<file path="src/rtl/cmpc_pkg.sv">
package cmpc_pkg;
  typedef enum logic [1:0] {
    FSEL_OFF   = 2'b00,
    FSEL_FAST  = 2'b01,
    FSEL_MID   = 2'b10,
    FSEL_SLOW  = 2'b11
  } fsel_e;

  typedef struct packed {
    logic  both;
    logic  fall;
    fsel_e fsel;
  } chan_cfg_t;

  localparam int unsigned CH_CFG_W = $bits(chan_cfg_t);
  localparam int unsigned N_RATES  = 4;
endpackage

</file>
<file path="src/rtl/cmpc_prescaler.sv">
module cmpc_prescaler #(
  parameter int unsigned DIV_MID  = 8,
  parameter int unsigned DIV_SLOW = 32
) (
  input  logic       clk,
  input  logic       rst_n,
  output logic [3:0] tick
);
  localparam int unsigned CNT_W = $clog2(DIV_SLOW);
  localparam int unsigned MID_W = $clog2(DIV_MID);

  logic [CNT_W-1:0] cnt_q;
  logic [CNT_W-1:0] cnt_d;

  always_comb begin
    cnt_d = cnt_q + 1'b1;
  end

  always_ff @(posedge clk or negedge rst_n) begin
    if (!rst_n) cnt_q <= '0;
    else        cnt_q <= cnt_d;
  end

  always_comb begin
    tick[0] = 1'b1;
    tick[1] = 1'b1;
    tick[2] = &cnt_q[MID_W-1:0];
    tick[3] = &cnt_q;
  end

  AST_SLOW_IN_MID: assert property (@(posedge clk) disable iff (!rst_n)
    tick[3] |-> tick[2]);
  AST_CNT_STEP: assert property (@(posedge clk) disable iff (!rst_n)
    1'b1 |=> cnt_q == CNT_W'($past(cnt_q) + 1'b1));
endmodule

</file>
<file path="src/rtl/cmpc_channel.sv">
module cmpc_channel
  import cmpc_pkg::*;
#(
  parameter int unsigned SYNC_STAGES  = 2,
  parameter int unsigned FILT_LEN     = 3,
  parameter int unsigned SETTLE_TICKS = 4
) (
  input  logic      clk,
  input  logic      rst_n,
  input  logic      raw,
  input  logic      en,
  input  chan_cfg_t cfg,
  input  logic      fsel_chg,
  input  logic [3:0] tick,
  output logic      lvl,
  output logic      irq
);
  localparam int unsigned SET_W = $clog2(SETTLE_TICKS + 1);

  // synchronizer
  logic [SYNC_STAGES-1:0] sync_q;
  logic [SYNC_STAGES-1:0] sync_d;
  logic                   lvl_s;

  always_comb begin
    sync_d = {sync_q[SYNC_STAGES-2:0], raw};
    lvl_s  = sync_q[SYNC_STAGES-1];
  end

  always_ff @(posedge clk or negedge rst_n) begin
    if (!rst_n) sync_q <= '0;
    else        sync_q <= sync_d;
  end

  // noise filter
  logic [FILT_LEN-1:0] samp_q, samp_d, samp_sh;
  logic                filt_q, filt_d;
  logic                filt_on;
  logic                stb;

  always_comb begin
    filt_on = (cfg.fsel != FSEL_OFF);
    stb     = tick[cfg.fsel];
    samp_sh = {samp_q[FILT_LEN-2:0], lvl_s};
    samp_d  = samp_q;
    filt_d  = filt_q;
    if (!filt_on) begin
      samp_d = {FILT_LEN{lvl_s}};
      filt_d = lvl_s;
    end else if (stb) begin
      samp_d = samp_sh;
      if (&samp_sh)      filt_d = 1'b1;
      else if (~|samp_sh) filt_d = 1'b0;
    end
  end

  always_ff @(posedge clk or negedge rst_n) begin
    if (!rst_n) begin
      samp_q <= '0;
      filt_q <= 1'b0;
    end else begin
      samp_q <= samp_d;
      filt_q <= filt_d;
    end
  end

  always_comb begin
    lvl = filt_on ? filt_q : lvl_s;
  end

  // settle window after filter reconfiguration
  logic [SET_W-1:0] settle_q, settle_d;

  always_comb begin
    settle_d = settle_q;
    if (fsel_chg)                  settle_d = SET_W'(SETTLE_TICKS);
    else if (settle_q != '0 && stb) settle_d = settle_q - 1'b1;
  end

  always_ff @(posedge clk or negedge rst_n) begin
    if (!rst_n) settle_q <= '0;
    else        settle_q <= settle_d;
  end

  // edge detection and interrupt
  logic prev_q;
  logic hit;
  logic irq_q, irq_d;

  always_comb begin
    if (cfg.both)      hit = lvl ^ prev_q;
    else if (cfg.fall) hit = prev_q & ~lvl;
    else               hit = lvl & ~prev_q;
    irq_d = hit & en & (settle_q == '0);
  end

  always_ff @(posedge clk or negedge rst_n) begin
    if (!rst_n) begin
      prev_q <= 1'b0;
      irq_q  <= 1'b0;
    end else begin
      prev_q <= lvl;
      irq_q  <= irq_d;
    end
  end

  assign irq = irq_q;

  AST_FILT_HOLD: assert property (@(posedge clk) disable iff (!rst_n)
    (filt_on && !stb) |=> $stable(filt_q));
  AST_IRQ_FROM_EDGE: assert property (@(posedge clk) disable iff (!rst_n)
    irq_q |-> ($past(lvl) != $past(prev_q)));
  AST_IRQ_NEEDS_EN: assert property (@(posedge clk) disable iff (!rst_n)
    irq_q |-> $past(en));
  AST_SETTLE_MASK: assert property (@(posedge clk) disable iff (!rst_n)
    (settle_q != '0) |=> !irq_q);
  AST_SETTLE_BOUND: assert property (@(posedge clk) disable iff (!rst_n)
    settle_q <= SET_W'(SETTLE_TICKS));
endmodule

</file>
<file path="src/rtl/cmp_cond_top.sv">
module cmp_cond_top
  import cmpc_pkg::*;
#(
  parameter int unsigned NCH          = 2,
  parameter int unsigned SYNC_STAGES  = 2,
  parameter int unsigned FILT_LEN     = 3,
  parameter int unsigned SETTLE_TICKS = 4,
  parameter int unsigned DIV_MID      = 8,
  parameter int unsigned DIV_SLOW     = 32
) (
  input  logic                    clk,
  input  logic                    rst_n,
  input  logic                    cfg_we,
  input  logic [NCH*CH_CFG_W-1:0] cfg_wdata,
  input  logic [NCH-1:0]          cmp_raw,
  input  logic [NCH-1:0]          irq_en,
  output logic [NCH-1:0]          lvl,
  output logic [NCH-1:0]          irq
);
  localparam int unsigned CFG_W = NCH * CH_CFG_W;

  // reset: asynchronous assert, synchronous release
  logic [1:0] rs_q;
  logic       rst_i;

  always_ff @(posedge clk or negedge rst_n) begin
    if (!rst_n) rs_q <= 2'b00;
    else        rs_q <= {rs_q[0], 1'b1};
  end
  assign rst_i = rs_q[1];

  // configuration register
  logic [CFG_W-1:0] cfg_q, cfg_d;

  always_comb begin
    cfg_d = cfg_q;
    if (cfg_we) cfg_d = cfg_wdata;
  end

  always_ff @(posedge clk or negedge rst_i) begin
    if (!rst_i) cfg_q <= '0;
    else        cfg_q <= cfg_d;
  end

  logic [3:0] tick;

  cmpc_prescaler #(
    .DIV_MID  (DIV_MID),
    .DIV_SLOW (DIV_SLOW)
  ) u_pre (
    .clk   (clk),
    .rst_n (rst_i),
    .tick  (tick)
  );

  for (genvar c = 0; c < NCH; c++) begin : g_ch
    chan_cfg_t ccfg;
    chan_cfg_t wcfg;
    logic      chg;

    always_comb begin
      ccfg = chan_cfg_t'(cfg_q[c*CH_CFG_W +: CH_CFG_W]);
      wcfg = chan_cfg_t'(cfg_wdata[c*CH_CFG_W +: CH_CFG_W]);
      chg  = cfg_we && (wcfg.fsel != ccfg.fsel);
    end

    cmpc_channel #(
      .SYNC_STAGES  (SYNC_STAGES),
      .FILT_LEN     (FILT_LEN),
      .SETTLE_TICKS (SETTLE_TICKS)
    ) u_ch (
      .clk      (clk),
      .rst_n    (rst_i),
      .raw      (cmp_raw[c]),
      .en       (irq_en[c]),
      .cfg      (ccfg),
      .fsel_chg (chg),
      .tick     (tick),
      .lvl      (lvl[c]),
      .irq      (irq[c])
    );
  end

  AST_CFG_HOLD: assert property (@(posedge clk) disable iff (!rst_i)
    !cfg_we |=> $stable(cfg_q));
  AST_CFG_LOAD: assert property (@(posedge clk) disable iff (!rst_i)
    cfg_we |=> cfg_q == $past(cfg_wdata));
endmodule

</file>
<file path="config.mk">
export PLATFORM = sky130hd
export DESIGN_NAME = cmp_cond_top
export DESIGN_NICKNAME = d
export VERILOG_FILES = /design/src/rtl/cmpc_pkg.sv /design/src/rtl/cmpc_prescaler.sv /design/src/rtl/cmpc_channel.sv /design/src/rtl/cmp_cond_top.sv
export SDC_FILE = /design/constraint.sdc
export NUM_CORES = 1
export LEC_CHECK = 0
export CORE_UTILIZATION = 55
export DETAILED_ROUTE_END_ITERATION = 7
export PLACE_DENSITY = 0.78
export SYNTH_ARGS = -nofsm -noshare
export SYNTH_HDL_FRONTEND = slang
export SYNTH_SLANG_ARGS = --single-unit
</file>
<file path="constraint.sdc">
create_clock -name clk -period 1.7 [get_ports clk]
set_clock_uncertainty 0.2 [all_clocks]
set_input_delay 0.255 -clock clk [delete_from_list [all_inputs] [get_ports clk]]
set_output_delay 0.255 -clock clk [all_outputs]
set_load 0.005 [all_outputs]
</file>
# Yosys cells after proc, flatten, opt, wreduce, memory -nomap -nowiden
# Cells that the tools add are included.
# totals
ff_bits,35
output_inout_bits,4
elab_cells,86
# op_classes
add_sub_neg,3
magnitude_cmp,2
n_eq_ne,6
mux,26
n_bitwise,14
reduce_logical,20
# op_table
operator,count
1-bit 2-to-1 mux,16
3-bit 2-to-1 mux,4
3-bit AND reduction,3
1-bit bitwise AND,8
2-bit 2-to-1 mux,4
2-bit nonzero test,4
3-bit zero test,2
"2-bit by 3-bit less-than comparator with 1-bit output, second input constant",2
"3-bit != test, second input constant",2
3-bit nonzero test,2
3-bit OR reduction,2
"3-bit by 1-bit subtractor with 3-bit output, second input constant",2
"5-bit by 1-bit adder with 5-bit output, second input constant",1
5-bit AND reduction,1
1-bit binary-select mux with 2-bit select,2
1-bit logical AND,4
2-bit != test,2
"2-bit != test, second input constant",2
1-bit NOT,4
2-bit AND reduction,2
1-bit XOR,2

# Logic depth before layout (Yosys ltp)
# Gate-level depths: netlist of run 1.
# logic_depth
ltp_word,8
mapped_depth,8
depth_no_buf,7

# Modules after synthesis
# A second synthesis of run 1 with hierarchy kept.
# unflattened
cells_unflattened,133
hier_area_um2,1721.7
# modules_own_cells
module,instances,cells_per_inst,area_per_inst_um2,seq_area_each_um2
cmpc_channel,2,46,536.8,250.2
cmp_cond_top,1,26,442.9,250.2
cmpc_prescaler,1,15,205.2,125.1

# Least setup slack after synthesis of run 1
# Ideal clock, no wire load.
# synth_timing
kind,register -> register
from,register u_pre.cnt_q[0]
to,register g_ch[0].u_ch.samp_q[0]
arrival_ps,1758
slack_ps,-383
path_stages_with_launch,7
period_less_slack_ps,2083
path_cell_list,dfrtp_1 > ha_1 > and3_1 > ha_1 > mux2i_2 > and2_4 > mux2_4
# synth_between
elab_chain_len,4
# synth_lines
item,line,source
"start, declared",cmpc_prescaler.sv:12,logic [CNT_W-1:0] cnt_q;
"start signal, assigned",cmpc_prescaler.sv:21,else cnt_q <= cnt_d;
5-bit AND reduction / 3-bit AND reduction (equally long branches),"cmpc_prescaler.sv:28, cmpc_prescaler.sv:27",
1-bit binary-select mux with 2-bit select (*),cmpc_channel.sv:43,stb = tick[cfg.fsel];
1-bit 2-to-1 mux (not written as such) (*),cmpc_channel.sv:43,
2-bit != test (no line) (*),-,
"end signal, assigned",cmpc_channel.sv:62,samp_q <= samp_d;
"end, declared",cmpc_channel.sv:36,"logic [FILT_LEN-1:0] samp_q, samp_d, samp_sh;"
# Every way passes the cells marked *; elsewhere a longest branch is shown, timed or not. The select of a mux whose other input is x is not followed.
# A chain may end at the register's enable or synchronous reset.

# Worst setup path after layout of run 1
# layout_timing
from,register u_pre.cnt_q[1]
to,register g_ch[0].u_ch.samp_q[0]
# The elaborated chain is that of the path after synthesis.

==> metrics.md, run 1 <==
| Metric | Value |
|---|---|
| Routed wire per std cell | ~17 µm |
| Placed cell areas | about 2100 µm² |
| Max_cap viols | 0 |
| Num rows | 19 |
| DRT Wirelength | 4080 µm |
| Via count | 1,330 |
| Layout cell share with drive strength beyond 1 | 43.0% |
| Violated checks | DRC, setup timing |
| Cells after Synth | about 150 |
| Vias/cell | 5.50 |
| Post-DP HPWL | 2650 µm |
| TritonCTS buffer count | 5 |
| CTS max path bufs | 2 |
| Crit Path Category | reg -> reg |
| Max FO, Critical Path | 4 |
| Post-synth EDFFs | 0 |
| 1st-pass router iterations | 6 |
| Synth cell types | 38 |
| Count leader, synth | dfrtp_1 |
| RSZ-0062 raised after global routing | true |
| Synthesized area | between 1500 and 2000 µm² |
| Antenna violations before repair | 0 |
| # DRC | 2 |
| Root buffer cell | clkbuf_4 |
| Yosys top cell area share | 50.7% |
| CP Data Arrival Time | 1.91 ns |
| Gr ovfl total | 0 |
| Required time worst endpoint | 1.74 ns |
| Overall Global Routing Usage | about a quarter |
| PwrDens | roughly 1100 nW/µm² |
| Chip height | between 50 and 60 µm |
| Die X | between 50 and 60 µm |
| Iter 0 DRT Violations | 50 |
| Ant. Diodes | 0 |
| Sequential element share of the synthesized area | between 50% and 60% |
| CTS tree | done |
| Final WS setup | -0.169 ns |
| Syn nets | 174 |
| Crit. End Element | flip-flop |
| Port Buffers | 18 |
| Synth async-reset ratio | 100% |
| Max rail drop VDD | 0.771 mV |
| Final worst path period share | 110% |
| Wire length of the first global-routing pass | slightly above 6000 µm |
| Vias in the first global route | between 1,000 and 1,500 |
| Avg Cell Area, Syn | approximately 12 µm² |
| Initial Utilization | 60.1% |
| H-tree Lvls | 2 |
| Minimum clock period | roughly 1.9 ns |
| Status | finished, violations left |
| Startpoint types | flip-flop |
| Leakage | about 0.0011 µW |
| Clock Sinks | 35 |
| ANT nets after route | 0 |
| Seq cells post-synth | 35 |
| Nets | 225 |
| Worst-path clk slew | about 0.1 ns |
| Total power | about 2600 µW |
| Hold WC Path Type | reg -> async |
| Clock insertion delay at the later pin of the skew report | between 0.3 and 0.4 ns |
| Top_reg_cell synth | dfrtp_1 |
| Syn. warnings | 0 |
| Max-slew violation count | 0 |
| Die ar. | roughly 3400 µm² |
| Count of final setup violators | 13 |
| Largest net degree at the start of global routing | 20 |
| Core area | around 2900 µm² |
| Highest clock rate | approximately 540 MHz |
| Synth-to-layout area growth | 41.9% |
| Post-synth top area cell | dfrtp_1 |
| Synth top area cells | dfrtp_1 (51%), ha_1 (8.0%), mux2_2 (6.5%) |
| Global placer's final weighted congestion | roughly 0.74 |
| Fin area | ~2500 µm² |
| Synth cell count leaders | dfrtp_1 (35), ha_1 (11), inv_1 (11) |
| Final hold violation count | 0 |
| Io pins | 19 |
[flip-flops by register name (all words and copies together) (netlist names)]
signal,count
g_ch.u_ch.samp_q,4
g_ch.u_ch.filt_q,2
g_ch.u_ch.prev_q,2
g_ch.u_ch.settle_q,6
g_ch.u_ch.sync_q,4
u_pre.cnt_q,5
cfg_q,8
rs_q,2
g_ch.u_ch.irq,2
[kinds of logic (layout without fill, tap and decap cells)]
logic type      Yosys count  after routing  share of synthesized area [%]
compound gates           35             35                           14.6
fa+ha+maj                11             11                           7.97
flops                    35             35                           50.7
other cells               1              1                          0.217
buf+inv                  19             71                           5.29
simple gates             29             29                           9.27
xor+xnor                  5              5                           2.53
mux                      13             13                           9.49
[area by class of cell]
class	count	area [µm²]
Multi-Input combinational cell	94	941
Sequential cell	35	876
Fill cell	147	424
Clock buffer	8	68.8
Tap cell	42	52.6
Timing Repair Buffer	52	473
Inverter	11	41.3
[cells in the final DEF (no fill, tap or decap), types with 3 or more instances in the layout]
master,count
ha_4,3
nand2b_1,3
a211oi_2,3
ha_1,5
clkbuf_4,5
and2_1,3
nand2_1,6
a211oi_1,3
mux2_2,8
buf_6,10
a21oi_1,3
ha_2,3
mux2_4,3
xor2_1,4
buf_4,24
dfrtp_1,35
nor2b_1,3
clkdlybuf4s50_1,16
inv_1,10
[timing repair]
action                                 4_1_cts  5_1_grt
gates resized for setup                     30       22
hold buffers                                 2        0
endpoints found under the hold margin        6        0
setup endpoints to repair                   15       16
setup buffers                                8        0
pin swaps                                   16       19
[final timing paths]
check                           slack (ns)                      from                                  to  cells past startpoint
worst max-delay path                 -0.17  u_pre.cnt_q[1]$_DFF_PN0_  g_ch[0].u_ch.samp_q[0]$_DFFE_PN0P_                      6
min in group clk                      0.14                cmp_raw[1]    g_ch[1].u_ch.sync_q[0]$_DFF_PN0_                      1
worst min register to register       0.009         rs_q[1]$_DFF_PN0_            u_pre.cnt_q[4]$_DFF_PN0_                      1
max in group asynchronous             0.68         rs_q[1]$_DFF_PN0_                cfg_q[5]$_DFFE_PN0P_                      1
worst min-delay path                 0.009         rs_q[1]$_DFF_PN0_            u_pre.cnt_q[4]$_DFF_PN0_                      1
worst max register to register       -0.17  u_pre.cnt_q[1]$_DFF_PN0_  g_ch[0].u_ch.samp_q[0]$_DFFE_PN0P_                      6
[metal layers]
metal  up-vias  track usage (%)  share of wire, %
met1       651             25.7                38
met4         0             12.2               3.5
met5         -                0                 0
met2        44             46.8                54
met3        17             8.04               4.8
li1        618                -                 -
[critical path: stages (launching register included)]
cell and delay, ns:
dfrtp_1 0.39, ha_2 0.19, and3_4 0.15, ha_4 0.17, mux2i_4 0.18, and2_4 0.19
mux2_4 0.29
[through the flow]
step                worst slack (ns)  cells  TNS, ns  hold WS [ns]  util, %
floorplan                     -0.188    148   -0.609        -0.241        -
CTS                           -0.168    243    -1.50        0.0187     82.3
finish                        -0.169    242    -1.43       0.00850     85.3
detailed placement            -0.185    225    -1.58        -0.125     74.6
global placement              -0.110    225   -0.668        -0.125     74.6
global route                  -0.222    242    -2.20        0.0368     85.3
[power breakdown]
group	internal (µW)	leakage (µW)	switching (µW)	total [µW]
logic	542	0.000636	467	1010
clock network	243	0.0000386	268	511
registers	974	0.000416	132	1110
No activity file was read; power rests on OpenSTA's default activity.
==> inputs of run 2 (changes only) <==
--- a/config.mk
+++ b/config.mk
@@ -5,9 +5,8 @@
 export SDC_FILE = /design/constraint.sdc
 export NUM_CORES = 1
 export LEC_CHECK = 0
-export CORE_UTILIZATION = 55
+export CORE_UTILIZATION = 30
 export DETAILED_ROUTE_END_ITERATION = 7
-export PLACE_DENSITY = 0.78
 export SYNTH_ARGS = -nofsm -noshare
 export SYNTH_HDL_FRONTEND = slang
 export SYNTH_SLANG_ARGS = --single-unit
==> run 2 against run 1 <==
The flow finishes with violations (setup timing). Non-clock buffer count fell by 4. Cell count rose by 11%. Combinational power down 20%. Maximum frequency is 1.6% higher. Critical path depth unchanged. Via count fell by 7.9%. Worst hold slack better by 0.0072 ns. Power shrank 5.6%. Die area rose by 80%. Sequential power about the same.
==> metrics.md, run 2 (synthesis gave the netlist of run 1 again) <==
| Metric | Value |
|---|---|
| Ant. Diodes | 0 (unchanged) |
| Routed wire per std cell | 12.1 µm (-28%) |
| Iter 0 DRT Violations | 44 (-12%) |
| # DRC | 0 (-2) |
| ANT nets after route | 0 (unchanged) |
| Count of final setup violators | 12 (-1) |
| RSZ-0062 raised after global routing | true |
| Die X | 77.9 µm (+34%) |
| Violated checks | setup timing |
| Fin area | 2370 µm² (-3.3%) |
| Highest clock rate | 544 MHz (+1.6%) |
| Crit path from | u_pre.cnt_q[0]$_DFF_PN0_ |
| Crit. End Element | flip-flop |
| H-tree Lvls | 2 (unchanged) |
| Worst-path clk slew | 0.08 ns (-0.02 ns) |
| Num rows | 27 (+8) |
| Vias in the first global route | 1,234 (-15%) |
| Max rail drop VDD | 0.498 mV (-35%) |
| Final worst path period share | 108% (-1.7 points) |
| Nets | 221 (-1.8%) |
| Max incr delay on CP | 0.38 ns (about the same) |
| Global placer's final weighted congestion | 0.764 (+3.9%) |
| CP Data Arrival Time | 1.82 ns (-0.09 ns) |
| Biggest regs | cfg_q (8), g_ch.u_ch.settle_q (6), u_pre.cnt_q (5) |
| Most common cell after layout, fill and taps aside | dfrtp_1 |
| Status | finished, violations left |
| Post-DP HPWL | 2330 µm (-12%) |
| TritonCTS buffer count | 5 (unchanged) |
| Max FO, Critical Path | 3 (-1) |
| Most frequent cells in the layout | dfrtp_1 (35), buf_4 (26), clkdlybuf4s50_1 (16), inv_1 (11) |
| Placed cell areas | 2200 µm² (+2.7%) |
| Overall Global Routing Usage | 11.9% (-14 points) |
| PwrDens | 1040 nW/µm² (-2.4%) |
| Io pins | 19 (unchanged) |
| Required time worst endpoint | 1.68 ns (-0.06 ns) |
| Startpoint types | flip-flop |
| Total power | 2480 µW (-5.6%) |
| Clock Sinks | 35 (unchanged) |
| Max-slew violation count | 0 (unchanged) |
| Largest net degree at the start of global routing | 18 (-10%) |
| DRT Wirelength | 3250 µm (-20%) |
| Leakage | 0.00106 µW (-3.3%) |
| Port Buffers | 18 (unchanged) |
| Max_cap viols | 0 (unchanged) |
| Vias/cell | 4.57 (-17%) |
| R2R Path Start | u_pre.cnt_q[0]$_DFF_PN0_ |
| Via count | 1,225 (-7.9%) |
| Clock insertion delay at the later pin of the skew report | 0.29 ns (-0.06 ns) |
| 1st-pass router iterations | 4 (-2) |
| TNS Setup | -0.859 ns (+0.571 ns) |
| Minimum clock period | 1.84 ns (-0.0290 ns) |
| Crit Path Category | reg -> reg |
| Chip height | 77.9 µm (+34%) |
| Root buffer cell | clkbuf_8 |
| Core area | 5540 µm² (+93%) |
| Wire length of the first global-routing pass | 5450 µm (-12%) |
| Most flop-heavy register | cfg_q |
| Slowest cell on crit path | dfrtp_1 |
| Post-route insts no fill | 268 (+11%) |
| Final hold violation count | 0 (unchanged) |
| CTS tree | done |
| Antenna violations before repair | 0 (unchanged) |
| CP cell instances | ha_2 > and3_4 > ha_4 > mux2i_4 > and2_4 > mux2_4 |
| Final WS setup | -0.140 ns (+0.0290 ns) |
| Hold WC Path Type | reg -> async |
| Buf+Inv Stages, Crit Path | 0 (unchanged) |
| Placed insts | 256 (+14%) |
| Crit-path leading delay family | multiplexers |
| Gr ovfl total | 0 (unchanged) |
| CTS max path bufs | 2 (unchanged) |
| Initial Utilization | 31.2% (-29 points) |
| Layout cell share with drive strength beyond 1 | 36.7% (-6.3 points) |
| Die ar. | 6070 µm² (+80%) |
| Synth-to-layout area growth | 37.3% |
| Max FFs per register | 8 (unchanged) |
run 2: cell types whose count changed in the layout (fill, tap and decap cells not counted), sizes merged:
cell / change
clkbuf: -1
buf: -3
dlygate4sd3: -1
clkinv: +1
run 2: repair_timing:
action	4_1_cts	5_1_grt
resized for setup	19	7
endpoints found under the hold margin	2	0
setup endpoints to repair	15	16
buffers inserted	2	1
pin swaps	7	6
hold buffers	1	0
run 2: layout make-up:
type                    count  area, µm²
fillers                   561       3170
flip-flops and latches     35        876
multi-input cells          94        866
repair buffers             48        418
well taps                  72       90.1
clock buffers               7       76.3
inverters                  11       41.3
clock inverters             1       5.00
run 2: path summary, 6_finish.rpt:
path                       slack, ns  cells past startpoint                            endpoint
max                            -0.14                      6  g_ch[1].u_ch.samp_q[1]$_DFFE_PN0P_
max reg2reg                    -0.14                      6  g_ch[1].u_ch.samp_q[1]$_DFFE_PN0P_
min reg2reg                     0.02                      1            u_pre.cnt_q[2]$_DFF_PN0_
min                             0.02                      1            u_pre.cnt_q[2]$_DFF_PN0_
max in group asynchronous       0.70                      2                   rs_q[1]$_DFF_PN0_
min in group clk                0.15                      0                   rs_q[1]$_DFF_PN0_
run 2: through the flow:
stage | hold slack, ns | utilization, % | setup WS, ns
2_1_floorplan | -0.241 | - | -0.188
3_3_place_gp | 0.0163 | 39.8 | -0.118
3_5_place_dp | 0.0319 | 39.8 | -0.156
4_1_cts | 0.0289 | 42.3 | -0.131
5_1_grt | 0.0723 | 42.8 | -0.210
6_report | 0.0157 | 42.8 | -0.140
run 2: power breakdown:
part | switching (µW) | internal (µW)
clock network | 299 | 287
logic | 358 | 453
registers | 107 | 975
run 2: metal layers:
layer	wire (µm)	track usage, %
met5	0	0
met2	1490	18.8
met4	81	6.67
met3	102	2.71
met1	1570	15.0
